===== config.mk =====
export PLATFORM = sky130hd
export DESIGN_NAME = dma_chain_channel
export DESIGN_NICKNAME = d
export VERILOG_FILES = /design/src/rtl/dma_chain_pkg.sv /design/src/rtl/dma_chain_engine.sv /design/src/rtl/dma_chain_regs.sv /design/src/rtl/dma_chain_channel.sv
export SDC_FILE = /design/constraint.sdc
export NUM_CORES = 1
export LEC_CHECK = 0
export ABC_AREA = 1
export BUFFER_PORTS_ARGS = -buffer_cell sky130_fd_sc_hd__buf_4
export CAP_MARGIN = 30
export CELL_PAD_IN_SITES_DETAIL_PLACEMENT = 1
export CELL_PAD_IN_SITES_GLOBAL_PLACEMENT = 1
export CORE_ASPECT_RATIO = 1.5
export CORE_MARGIN = 2
export CORE_UTILIZATION = 30
export CTS_CLUSTER_DIAMETER = 120
export DETAILED_ROUTE_END_ITERATION = 8
export GPL_TIMING_DRIVEN = 0
export MAX_ROUTING_LAYER = met4
export PLACE_DENSITY_LB_ADDON = 0.1
export SETUP_SLACK_MARGIN = 0.4
export SYNTH_ARGS = -nofsm -noshare
export SYNTH_HDL_FRONTEND = slang
export SYNTH_SLANG_ARGS = --single-unit

===== constraint.sdc =====
create_clock -name clk_i -period 6.1 [get_ports clk_i]
set_clock_uncertainty 0.05 [all_clocks]
set_input_delay 1.83 -clock clk_i [delete_from_list [all_inputs] [get_ports clk_i]]
set_output_delay 1.83 -clock clk_i [all_outputs]
set_load 0.01 [all_outputs]

===== src/rtl/dma_chain_pkg.sv =====
package dma_chain_pkg;
  typedef enum logic [2:0] {ST_IDLE, ST_FETCH, ST_CHECK, ST_READ, ST_WRITE} dma_state_e;

  localparam int unsigned REG_AW     = 3;
  localparam int unsigned DESC_WORDS = 4;

  localparam logic [REG_AW-1:0] REG_MODE = 3'd0;
  localparam logic [REG_AW-1:0] REG_STAT = 3'd1;
  localparam logic [REG_AW-1:0] REG_SRC  = 3'd2;
  localparam logic [REG_AW-1:0] REG_DST  = 3'd3;
  localparam logic [REG_AW-1:0] REG_CNT  = 3'd4;
  localparam logic [REG_AW-1:0] REG_CDAR = 3'd5;

  localparam int unsigned MODE_GO     = 0;
  localparam int unsigned MODE_DIRECT = 1;
  localparam int unsigned MODE_EOT_IE = 2;

  localparam int unsigned STAT_BUSY = 0;
  localparam int unsigned STAT_ERR  = 1;
  localparam int unsigned STAT_DONE = 2;
endpackage


===== src/rtl/dma_chain_engine.sv =====
module dma_chain_engine
  import dma_chain_pkg::*;
#(
  parameter int unsigned DW = 32
) (
  input  logic              clk_i,
  input  logic              rst_ni,
  input  logic              start_i,
  input  logic              direct_i,
  input  logic              sw_we_i,
  input  logic [REG_AW-1:0] sw_sel_i,
  input  logic [DW-1:0]     sw_wdata_i,
  output logic              mem_req_o,
  output logic              mem_we_o,
  output logic [DW-1:0]     mem_addr_o,
  output logic [DW-1:0]     mem_wdata_o,
  input  logic              mem_gnt_i,
  input  logic [DW-1:0]     mem_rdata_i,
  input  logic              mem_err_i,
  output logic              busy_o,
  output logic              done_o,
  output logic              err_o,
  output logic [DW-1:0]     src_o,
  output logic [DW-1:0]     dst_o,
  output logic [DW-1:0]     cnt_o,
  output logic [DW-1:0]     cdar_o
);
  localparam int unsigned BYTES = DW / 8;
  localparam int unsigned OFFW  = $clog2(BYTES);
  localparam int unsigned IDXW  = $clog2(DESC_WORDS);
  localparam logic [DW-1:0] STEP  = DW'(BYTES);
  localparam logic [DW-1:0] ALIGN = DW'(BYTES - 1);

  dma_state_e      state_q;
  logic [DW-1:0]   src_q, dst_q, cnt_q, cdar_q, next_q, buf_q;
  logic [IDXW-1:0] fidx_q;
  logic            last_q, direct_q;
  logic            seg_end;

  assign mem_req_o   = (state_q == ST_FETCH) || (state_q == ST_READ) || (state_q == ST_WRITE);
  assign mem_we_o    = (state_q == ST_WRITE);
  assign mem_wdata_o = buf_q;
  assign busy_o      = (state_q != ST_IDLE);
  assign seg_end     = (state_q == ST_CHECK) && (cnt_q == '0);
  assign done_o      = seg_end && (direct_q || last_q);
  assign err_o       = mem_req_o && mem_gnt_i && mem_err_i;
  assign src_o  = src_q;
  assign dst_o  = dst_q;
  assign cnt_o  = cnt_q;
  assign cdar_o = cdar_q;

  always_comb begin
    unique case (state_q)
      ST_FETCH: mem_addr_o = cdar_q + (DW'(fidx_q) << OFFW);
      ST_READ:  mem_addr_o = src_q;
      ST_WRITE: mem_addr_o = dst_q;
      default:  mem_addr_o = '0;
    endcase
  end

  always_ff @(posedge clk_i or negedge rst_ni) begin
    if (!rst_ni) begin
      state_q  <= ST_IDLE;
      src_q    <= '0;
      dst_q    <= '0;
      cnt_q    <= '0;
      cdar_q   <= '0;
      next_q   <= '0;
      buf_q    <= '0;
      fidx_q   <= '0;
      last_q   <= 1'b0;
      direct_q <= 1'b0;
    end else begin
      unique case (state_q)
        ST_IDLE: begin
          if (sw_we_i) begin
            if (sw_sel_i == REG_SRC)  src_q  <= sw_wdata_i;
            if (sw_sel_i == REG_DST)  dst_q  <= sw_wdata_i;
            if (sw_sel_i == REG_CNT)  cnt_q  <= sw_wdata_i;
            if (sw_sel_i == REG_CDAR) cdar_q <= sw_wdata_i;
          end
          if (start_i) begin
            direct_q <= direct_i;
            last_q   <= 1'b0;
            fidx_q   <= '0;
            state_q  <= direct_i ? ST_CHECK : ST_FETCH;
          end
        end
        ST_FETCH: begin
          if (mem_gnt_i) begin
            if (mem_err_i) begin
              state_q <= ST_IDLE;
            end else begin
              case (int'(fidx_q))
                0:       src_q <= mem_rdata_i;
                1:       dst_q <= mem_rdata_i;
                2: begin
                  next_q <= mem_rdata_i & ~ALIGN;
                  last_q <= mem_rdata_i[0];
                end
                default: cnt_q <= mem_rdata_i;
              endcase
              fidx_q <= fidx_q + 1'b1;
              if (fidx_q == IDXW'(DESC_WORDS - 1)) state_q <= ST_CHECK;
            end
          end
        end
        ST_CHECK: begin
          if (cnt_q == '0) begin
            if (direct_q || last_q) begin
              state_q <= ST_IDLE;
            end else begin
              cdar_q  <= next_q;
              fidx_q  <= '0;
              state_q <= ST_FETCH;
            end
          end else begin
            state_q <= ST_READ;
          end
        end
        ST_READ: begin
          if (mem_gnt_i) begin
            if (mem_err_i) state_q <= ST_IDLE;
            else begin
              buf_q   <= mem_rdata_i;
              state_q <= ST_WRITE;
            end
          end
        end
        ST_WRITE: begin
          if (mem_gnt_i) begin
            if (mem_err_i) state_q <= ST_IDLE;
            else begin
              src_q   <= src_q + STEP;
              dst_q   <= dst_q + STEP;
              cnt_q   <= (cnt_q > STEP) ? cnt_q - STEP : '0;
              state_q <= ST_CHECK;
            end
          end
        end
        default: state_q <= ST_IDLE;
      endcase
    end
  end

  AST_REQ_HOLD: assert property (@(posedge clk_i) disable iff (!rst_ni) mem_req_o && !mem_gnt_i |=> mem_req_o && $stable(mem_addr_o) && $stable(mem_we_o));
  AST_ERR_HALTS: assert property (@(posedge clk_i) disable iff (!rst_ni) mem_req_o && mem_gnt_i && mem_err_i |=> !busy_o && !mem_req_o);
  AST_ERR_FREEZE: assert property (@(posedge clk_i) disable iff (!rst_ni) mem_req_o && mem_gnt_i && mem_err_i |=> $stable(src_q) && $stable(dst_q));
  AST_CNT_DROPS: assert property (@(posedge clk_i) disable iff (!rst_ni) mem_we_o && mem_gnt_i && !mem_err_i |=> cnt_q < $past(cnt_q));
endmodule


===== src/rtl/dma_chain_regs.sv =====
module dma_chain_regs
  import dma_chain_pkg::*;
#(
  parameter int unsigned DW = 32
) (
  input  logic              clk_i,
  input  logic              rst_ni,
  input  logic              reg_we_i,
  input  logic [REG_AW-1:0] reg_addr_i,
  input  logic [DW-1:0]     reg_wdata_i,
  output logic [DW-1:0]     reg_rdata_o,
  input  logic              busy_i,
  input  logic              done_i,
  input  logic              err_i,
  input  logic [DW-1:0]     src_i,
  input  logic [DW-1:0]     dst_i,
  input  logic [DW-1:0]     cnt_i,
  input  logic [DW-1:0]     cdar_i,
  output logic              start_o,
  output logic              direct_o,
  output logic              irq_o
);
  logic [2:0] mode_q;
  logic       err_q, done_q;
  logic       mode_wr, stat_wr;

  assign mode_wr  = reg_we_i && (reg_addr_i == REG_MODE);
  assign stat_wr  = reg_we_i && (reg_addr_i == REG_STAT);
  assign start_o  = mode_wr && reg_wdata_i[MODE_GO] && !mode_q[MODE_GO] && !busy_i;
  assign direct_o = reg_wdata_i[MODE_DIRECT];
  assign irq_o    = err_q || (done_q && mode_q[MODE_EOT_IE]);

  always_ff @(posedge clk_i or negedge rst_ni) begin
    if (!rst_ni) begin
      mode_q <= '0;
      err_q  <= 1'b0;
      done_q <= 1'b0;
    end else begin
      if (mode_wr) mode_q <= reg_wdata_i[2:0];
      // set wins over a same-cycle clear
      if (err_i) err_q <= 1'b1;
      else if (stat_wr && reg_wdata_i[STAT_ERR]) err_q <= 1'b0;
      if (done_i) done_q <= 1'b1;
      else if (stat_wr && reg_wdata_i[STAT_DONE]) done_q <= 1'b0;
    end
  end

  always_comb begin
    reg_rdata_o = '0;
    unique case (reg_addr_i)
      REG_MODE: reg_rdata_o[2:0] = mode_q;
      REG_STAT: begin
        reg_rdata_o[STAT_BUSY] = busy_i;
        reg_rdata_o[STAT_ERR]  = err_q;
        reg_rdata_o[STAT_DONE] = done_q;
      end
      REG_SRC:  reg_rdata_o = src_i;
      REG_DST:  reg_rdata_o = dst_i;
      REG_CNT:  reg_rdata_o = cnt_i;
      REG_CDAR: reg_rdata_o = cdar_i;
      default:  reg_rdata_o = '0;
    endcase
  end

  AST_START_BUSY: assert property (@(posedge clk_i) disable iff (!rst_ni) start_o |=> busy_i);
  AST_ERR_IRQ: assert property (@(posedge clk_i) disable iff (!rst_ni) err_i |=> irq_o);
  AST_DONE_IDLE: assert property (@(posedge clk_i) disable iff (!rst_ni) done_i |=> !busy_i);
  AST_DONE_IRQ: assert property (@(posedge clk_i) disable iff (!rst_ni) done_i && mode_q[MODE_EOT_IE] && !mode_wr |=> irq_o);
endmodule


===== src/rtl/dma_chain_channel.sv =====
module dma_chain_channel
  import dma_chain_pkg::*;
#(
  parameter int unsigned DW = 32
) (
  input  logic              clk_i,
  input  logic              rst_ni,
  input  logic              reg_we_i,
  input  logic [REG_AW-1:0] reg_addr_i,
  input  logic [DW-1:0]     reg_wdata_i,
  output logic [DW-1:0]     reg_rdata_o,
  output logic              mem_req_o,
  output logic              mem_we_o,
  output logic [DW-1:0]     mem_addr_o,
  output logic [DW-1:0]     mem_wdata_o,
  input  logic              mem_gnt_i,
  input  logic [DW-1:0]     mem_rdata_i,
  input  logic              mem_err_i,
  output logic              irq_o
);
  logic          start, direct, busy, done, err;
  logic [DW-1:0] src, dst, cnt, cdar;

  dma_chain_regs #(.DW(DW)) u_regs (
    .clk_i, .rst_ni, .reg_we_i, .reg_addr_i, .reg_wdata_i, .reg_rdata_o,
    .busy_i(busy), .done_i(done), .err_i(err),
    .src_i(src), .dst_i(dst), .cnt_i(cnt), .cdar_i(cdar),
    .start_o(start), .direct_o(direct), .irq_o
  );

  dma_chain_engine #(.DW(DW)) u_engine (
    .clk_i, .rst_ni,
    .start_i(start), .direct_i(direct),
    .sw_we_i(reg_we_i), .sw_sel_i(reg_addr_i), .sw_wdata_i(reg_wdata_i),
    .mem_req_o, .mem_we_o, .mem_addr_o, .mem_wdata_o,
    .mem_gnt_i, .mem_rdata_i, .mem_err_i,
    .busy_o(busy), .done_o(done), .err_o(err),
    .src_o(src), .dst_o(dst), .cnt_o(cnt), .cdar_o(cdar)
  );
endmodule


Word-level counts from Yosys, hierarchy flattened
Index checks and enable logic that the tools add are counted.

Multipliers: 0. Reductions and logical operators: 40. Divide/modulo/power cells: 0. Mux-type cells: 60. Bitwise logic cells: 1. Equality and inequality tests: 30. Add/subtract/negate cells: 5. $lt $le $gt $ge: 1. Shift operators: 0.

Operators with widths (count): $mux 32 (26); $pmux 32 s3 (4); $pmux 29 s4 (1); $add 32x3->32 const B (2); $pmux 32 s2 (1); $add 32x4->32 (1); $gt 32x3->1 const B (1); $logic_not 32->1 (1); $sub 32x3->32 const B (1); $ne 2x2->1 const B (12); $reduce_and 8->1 (3); $mux 3 (7); $pmux 3 s6 (1); $mux 2 (8); $pmux 3 s5 (1); $reduce_and 5->1 (3); $eq 3x2->1 const B (4); $logic_and 1x1->1 (12); $ne 2x1->1 const B (5); $eq 3x3->1 const B (3); $mux 1 (9); $reduce_bool 3->1 (3); $reduce_bool 2->1 (4); $eq 3x1->1 const B (2); 16 further kinds (22).

Word-level logic and storage cells: 150. Bits in latches: 0. RAM bits: 0. ROM bits: 0. Flip-flop bits (word level): 202. Memories kept: 0. Input port bits: 72.

Logic depth before layout (Yosys ltp)
Gate-level depths: netlist (run 1).

Word-level depth: 7. Gate-level depth with buffers: 12. Mapped depth without buffers: 12.

Cells and area by module
From an unflattened synthesis (run 1), not the netlist that was laid out.

Cells, all modules: 2193. Area, all modules: 14103.5 um^2.

By module, submodules not included: dma_chain_engine (times used 1, cells an instance 1949, area each 12743.5 um^2, seq. area each 4929.7 um^2); dma_chain_regs (times used 1, cells an instance 244, area each 1360.1 um^2, seq. area each 125.1 um^2).

Least setup slack after synthesis (run 1)
No wires, ideal clock.

Kind: input to output. From: input reg_addr_i[1]. To: output reg_rdata_o[12]. Stages: 5. Slack: 1507 ps. Arrival: 2713 ps. Path buffers: 2. Path through: nor2_4 > nand2_1 > clkbuf_1 > clkbuf_1 > o221ai_1.

Longest elaborated chain between the ends: 2. Elaborated cells on any way between the ends: 5. Classes of those cells: 4 x eq/ne; 1 x mux.

Ends and longest elaborated chain: from (decl) (line dma_chain_channel.sv:9) `input logic [REG_AW-1:0] reg_addr_i,`; $eq 3x3->1 / $eq 3x2->1 (equally long branches) (line dma_chain_regs.sv:50) `unique case (reg_addr_i)`; $pmux 29 s4 * (line dma_chain_regs.sv:50); to (decl) (line dma_chain_channel.sv:11) `output logic [DW-1:0] reg_rdata_o,`.

Mark *: on every way between the ends. The rest lies on a longest branch, timed or not.

Worst setup path after layout (run 1)
From: input reg_addr_i[1]. To: output reg_rdata_o[18].

Same word-level chain as after synthesis.

==> results.py, run 1 <==
metrics = {
    "timing": {
        "slew_headroom": 0.310,
        "fin_tns_setup_ns": 0,
        "hold_viol_final": 0,
        "tightest_slew_ns": 1.04,
        "rsz0062_at_grt": "no",
        "max_freq_mhz": 179,
        "fin_crit_sh": 0.915,
        "setup_ws_ns": 0.516,
        "finalSetupViolations": 0,
        "period_minus_slack_ns": 5.58,
        "slew_violations": 0,
    },
    "detailed_routing": {
        "dr_wl_met2_um": 36900,
        "drt_iter0_drc": 998,
        "post-route-drc-count": 0,
        "routed_via_density": 5.28,
        "finalWirelength_um": 71900,
        "wl_met3_um": 2470,
        "dr.pass1.iters": 5,
        "highest_layer": "met4",
        "wire_per_inst_um": 24.2,
        "detail-route-antenna-nets": 0,
        "drt-met1-wl_um": 27700,
        "vias": 15600,
    },
    "synth": {
        "async_flop_share": 1.00,
        "synthFlopType": "dfrtp_1",
        "syn-num-nets": 2243,
        "synth_area_um2": 13900,
        "synth_cell_types": 43,
        "synth_edf_count": 0,
        "yosysSeqAreaShare": 0.364,
        "syn_avg_cell_area_um2": 6.43,
        "yosysTopAreaCellShare": 0.364,
        "synth_warnings": 0,
        "synthTopCellsByArea": "dfrtp_1 36%, nand2_1 19%, nor2_1 7.5%",
        "yosys.area.top_type": "dfrtp_1",
        "syn_inst": 2160,
        "ys_ff_latch": 202,
    },
    "die": {
        "ios": 171,
        "die_h_um": 268,
        "die_width_um": 180,
        "die_area_um2": 48100,
        "initial_core_util": 0.304,
        "coreArea_um2": 45800,
        "rows": 96,
    },
    "final_layout": {
        "n_antenna_cell": 0,
        "drive_gt1_frac": 0.119,
        "final_common_cell": "nand2_1",
        "syn_to_final_growth_pct": 21.1,
        "fillers": 5961,
        "final_cell_mix": "696 x nand2_1, 278 x nor2_1, 237 x inv_1",
        "fin_area_um2": 16800,
        "nets": 2442,
    },
    "global_route": {
        "grt_max_degree": 111,
        "grt_usage": 0.304,
        "grt_pass1_vias": 16700,
        "grt_pass1_wl_um": 106000,
        "antenna_found_initial": 0,
        "overflow": 0,
    },
    "clock_network": {
        "cts_max_path_buffers": 3,
        "cts_max_level": 1,
        "clkLatencyLatePin_ns": 0.56,
        "root_buffer": "clkbuf_16",
        "cts_tree": "built",
        "cts_hold_buffers": 0,
        "clkSlewWorstSetupHoldPaths_ns": 0.06,
        "cts_inserted_buffers": 24,
        "clock_sinks": 202,
    },
    "place": {
        "port_buffers": 170,
        "place_area_um2": 15900,
        "place_congestion": 0.969,
        "place_hpwl_um": 59600,
        "detailedPlace.worstSlack_ns": 0.294,
    },
    "critical_path": {
        "path_max_fanout": 10,
        "end_kind": "output pin",
        "crit_path_start_kind": "input pin",
        "required_ns": 4.22,
        "crit_type": "in -> out",
        "rr_worst_depth": 10,
        "critPathArrivalTime_ns": 3.70,
    },
    "worst_hold_path": {
        "hold_path.class": "reg -> reg",
        "worstHoldPathCells": 2,
    },
    "power": {
        "p_leak_nw": 8.07,
        "peakVddDrop_mv": 0.251,
        "power_mw": 9.24,
        "powerDensity_nw_per_um2": 550,
    },
    "run_status": {
        "outcome": "completed",
    },
    "job": {
        "maxCapViolations": 0,
    },
}
==> critical path: stages <==
cell,delay (ns)
buf_4,0.14
nor2_4,0.07
nand2_1,0.11
clkbuf_1,0.48
clkbuf_1,0.49
o221ai_1,0.34
buf_4,0.24
==> cell families (layout without fill, tap and decap cells) <==
family	Yosys count	in the layout	synth area share
AOI/OAI and AO/OA	339	339	0.146
xor gates and xnor gates	14	14	0.00883
adders and majority gates	11	11	0.0104
buffers and inverters	336	553	0.0955
DFF	202	202	0.364
muxes	1	1	0.000810
and+or+nand+nor	1257	1257	0.375
==> per-layer routing <==
metal | GRT usage | vias to the layer above
met1 | 0.329 | 7658
met3 | 0.0203 | 146
met4 | 0.174 | 0
met2 | 0.551 | 407
met5 | - | -
li1 | - | 7438
==> per-stage QoR <==
step	util	hold WS (ns)	std cells
floorplan	-	0.403	2160
global placement	0.348	0.419	2918
detailed placement	0.348	0.424	2920
CTS	0.367	0.440	2965
global route	0.368	0.468	2965
finish	0.368	0.433	2965
==> cells in the mapped netlist, types with 11 or more instances <==
cell	number
nor2_1	279
nand2_1	696
a31oi_1	17
o211ai_1	14
clkbuf_1	48
nor3_1	50
nand4_1	30
buf_2	26
o21ai_1	19
o22ai_1	11
a22oi_1	32
a21oi_1	61
xor2_1	14
o221ai_1	39
nand3_1	171
inv_1	237
dfrtp_1	202
o21ai_0	134
==> final cells by class <==
class                   instances  area (µm²)  area share
well taps                     588         736      0.0437
plain buffers                  89         400      0.0238
clock buffers                  34         719      0.0428
multi-input cells            1622        7520       0.447
repair buffers                173        1320      0.0787
flip-flops and latches        202        5050       0.301
inverters                     247         927      0.0551
clock inverters                10         140     0.00833
==> sequential cells by signal, summed over array words and instances (netlist names) <==
register,count
u_regs.mode_q,3
u_engine.next_q,30
u_engine.last_q,1
u_engine.fidx_q,2
u_engine.src_o,32
u_engine.direct_q,1
u_regs.err_q,1
u_engine.dst_o,32
u_engine.cdar_o,32
u_engine.state_q,3
u_engine.mem_wdata_o,32
u_engine.cnt_o,32
u_regs.done_q,1
==> worst paths after layout <==
path	slack, ns	from	end
min in group asynchronous	1.27	rst_ni	u_engine.src_o[3]
max in group asynchronous	3.59	rst_ni	u_engine.next_q[27]
min reg2reg	0.43	u_engine.next_q[22]	u_engine.next_q[22]
min	0.43	u_engine.next_q[22]	u_engine.next_q[22]
max	0.52	reg_addr_i[1]	reg_rdata_o[18]
max reg2reg	3.03	u_engine.src_o[2]	u_engine.src_o[22]
==> power by group <==
group | internal [mW] | switching (mW) | total, mW | leakage (nW)
logic | 1.53 | 3.29 | 4.82 | 5.17
registers | 2.00 | 0.822 | 2.82 | 2.48
clock network | 0.950 | 0.655 | 1.60 | 0.414
total | 4.48 | 4.77 | 9.24 | 8.07
==> what timing repair did <==
action	4_1_cts	5_1_grt
setup buffers	1	0
endpoints found under the setup margin	7	1
pin swaps	1	0
resized for setup	1	1
Note: power is estimated with default switching activity, not from simulation.
==> inputs of run 2 (changes only) <==
==> constraint.sdc (replaced) <==
create_clock -name clk_i -period 6.1 [get_ports clk_i]
set_clock_uncertainty 0.05 [all_clocks]
set_input_delay 1.22 -clock clk_i [delete_from_list [all_inputs] [get_ports clk_i]]
set_output_delay 1.22 -clock clk_i [all_outputs]
set_load 0.01 [all_outputs]
==> run 2 against run 1 <==
Wire length is 0.22% higher. Fmax is 6.5% higher. Sequential power hardly changed. Global-route usage hardly changed. Worst hold slack better by 0.00062 ns. Worst setup slack better by 0.34 ns. Count of clock-buffer cells in the layout stayed put. Critical endpoint is now mem_addr_o[26]. Largest cell class unchanged.
==> results.py, run 2 (synthesis results as in run 1) <==
metrics = {
    "run_status": {
        "outcome": "completed",
    },
    "final_layout": {
        "final_util": 0.367,
        "syn_to_final_growth_pct": 21.0,
        "final_common_cell": "nand2_1",
        "drive_gt1_frac": 0.117,
        "final_cell_mix": "696 x nand2_1, 279 x nor2_1, 237 x inv_1",
        "n_antenna_cell": 0,
        "nets": 2441,
    },
    "place": {
        "port_buffers": 170,
        "place_congestion": 0.969,
        "place_hpwl_um": 59600,
    },
    "die": {
        "die_h_um": 268,
        "ios": 171,
        "coreArea_um2": 45800,
        "die_width_um": 180,
        "rows": 96,
        "initial_core_util": 0.304,
        "die_area_um2": 48100,
    },
    "critical_path": {
        "crit_path_start_kind": "flop",
        "required_ns": 4.83,
        "rr_worst_depth": 10,
        "crit_type": "reg -> out",
        "path_max_fanout": 6,
        "end_kind": "output pin",
        "rrSetupSlack_ns": 3.00,
        "r2r_start": "u_engine.src_o[2]",
        "timing.rr.end": "u_engine.src_o[22]",
        "critPathArrivalTime_ns": 3.97,
    },
    "clock_network": {
        "postCtsSetupRepairBufs": 0,
        "cts_tree": "built",
        "root_buffer": "clkbuf_16",
        "cts_hold_buffers": 0,
        "cts_inserted_buffers": 24,
        "clkSlewWorstSetupHoldPaths_ns": 0.06,
        "cts_max_path_buffers": 3,
        "clkLatencyLatePin_ns": 0.56,
        "clock_sinks": 202,
        "post_cts_resized": 0,
        "cts_max_level": 1,
    },
    "global_route": {
        "grt_pass1_wl_um": 106000,
        "grt_max_degree": 111,
        "antenna_found_initial": 0,
        "grt_pass1_vias": 16600,
        "overflow": 0,
        "grt_usage": 0.304,
    },
    "power": {
        "power_mw": 9.25,
        "powerDensity_nw_per_um2": 550,
        "p_leak_nw": 8.06,
        "peakVddDrop_mv": 0.252,
    },
    "job": {
        "maxCapViolations": 0,
    },
    "timing": {
        "max_freq_mhz": 191,
        "rsz0062_at_grt": "no",
        "hold_viol_final": 0,
        "finalSetupViolations": 0,
        "period_minus_slack_ns": 5.24,
        "slew_violations": 0,
        "whs_ns": 0.433,
        "fin_tns_setup_ns": 0,
        "slew_headroom": 0.319,
        "tightest_slew_ns": 1.02,
        "fin_crit_sh": 0.859,
    },
    "detailed_routing": {
        "routed_via_density": 5.28,
        "drt_iter0_drc": 982,
        "wire_per_inst_um": 24.3,
        "detail-route-antenna-nets": 0,
        "vias": 15700,
        "finalWirelength_um": 72000,
        "dr.pass1.iters": 5,
        "post-route-drc-count": 0,
    },
    "worst_hold_path": {
        "min_from": "u_engine.next_q[22]",
        "worstHoldPathCells": 2,
        "hold_path.class": "reg -> reg",
        "worstHoldEndpoint": "u_engine.next_q[22]",
    },
}
## run 2: worst max path at each step
stage                             from              end  slack (ns)  cells past startpoint
finish              u_engine.fidx_q[0]   mem_addr_o[26]        0.86                     12
global route        u_engine.fidx_q[0]   mem_addr_o[26]        0.78                     12
CTS                 u_engine.fidx_q[0]   mem_addr_o[26]        0.88                     12
detailed placement  u_engine.fidx_q[0]   mem_addr_o[26]        1.47                     12
global placement         reg_addr_i[2]  reg_rdata_o[31]        1.47                      7
floorplan                reg_addr_i[1]  reg_rdata_o[12]        2.73                      5
## run 2: worst max-delay path: stages (launching register included)
cell and delay, ns:
dfrtp_1 0.48, ha_1 0.25, inv_1 0.08, fa_1 0.43, inv_1 0.23, nand2_1 0.11
nor2_1 0.51, nand2_1 0.31, nor3_1 0.55, xor2_1 0.19, nand2_1 0.06, nand2_1 0.10
buf_4 0.12
## run 2: layout make-up
class	instances	area (µm²)
plain buffers	89	400
inverters	247	927
flip-flops and latches	202	5050
multi-input cells	1622	7510
clock buffers	34	719
clock inverters	10	140
well taps	588	736
repair buffers	172	1320
fillers	5963	29000
## run 2: through the flow
stage / instances / worst slack (ns) / instance area [µm²]
6_report: 2964 / 0.857 / 16800
3_3_place_gp: 2918 / 1.47 / 15900
2_1_floorplan: 2160 / 2.73 / 13900
4_1_cts: 2964 / 0.881 / 16800
3_5_place_dp: 2920 / 1.47 / 15900
5_1_grt: 2964 / 0.781 / 16800
## run 2: per-layer routing
layer / track usage / vias up / wire, µm
li1: - / 7433 / -
met1: 0.329 / 7680 / 28000
met2: 0.551 / 397 / 37000
met3: 0.0203 / 148 / 2340
met4: 0.174 / 0 / 4700
met5: - / - / 0
## run 2: report_power, final
part / switching (mW) / internal [mW] / leakage, nW
clock network: 0.653 / 0.949 / 0.414
logic: 3.29 / 1.53 / 5.17
registers: 0.826 / 2.00 / 2.48
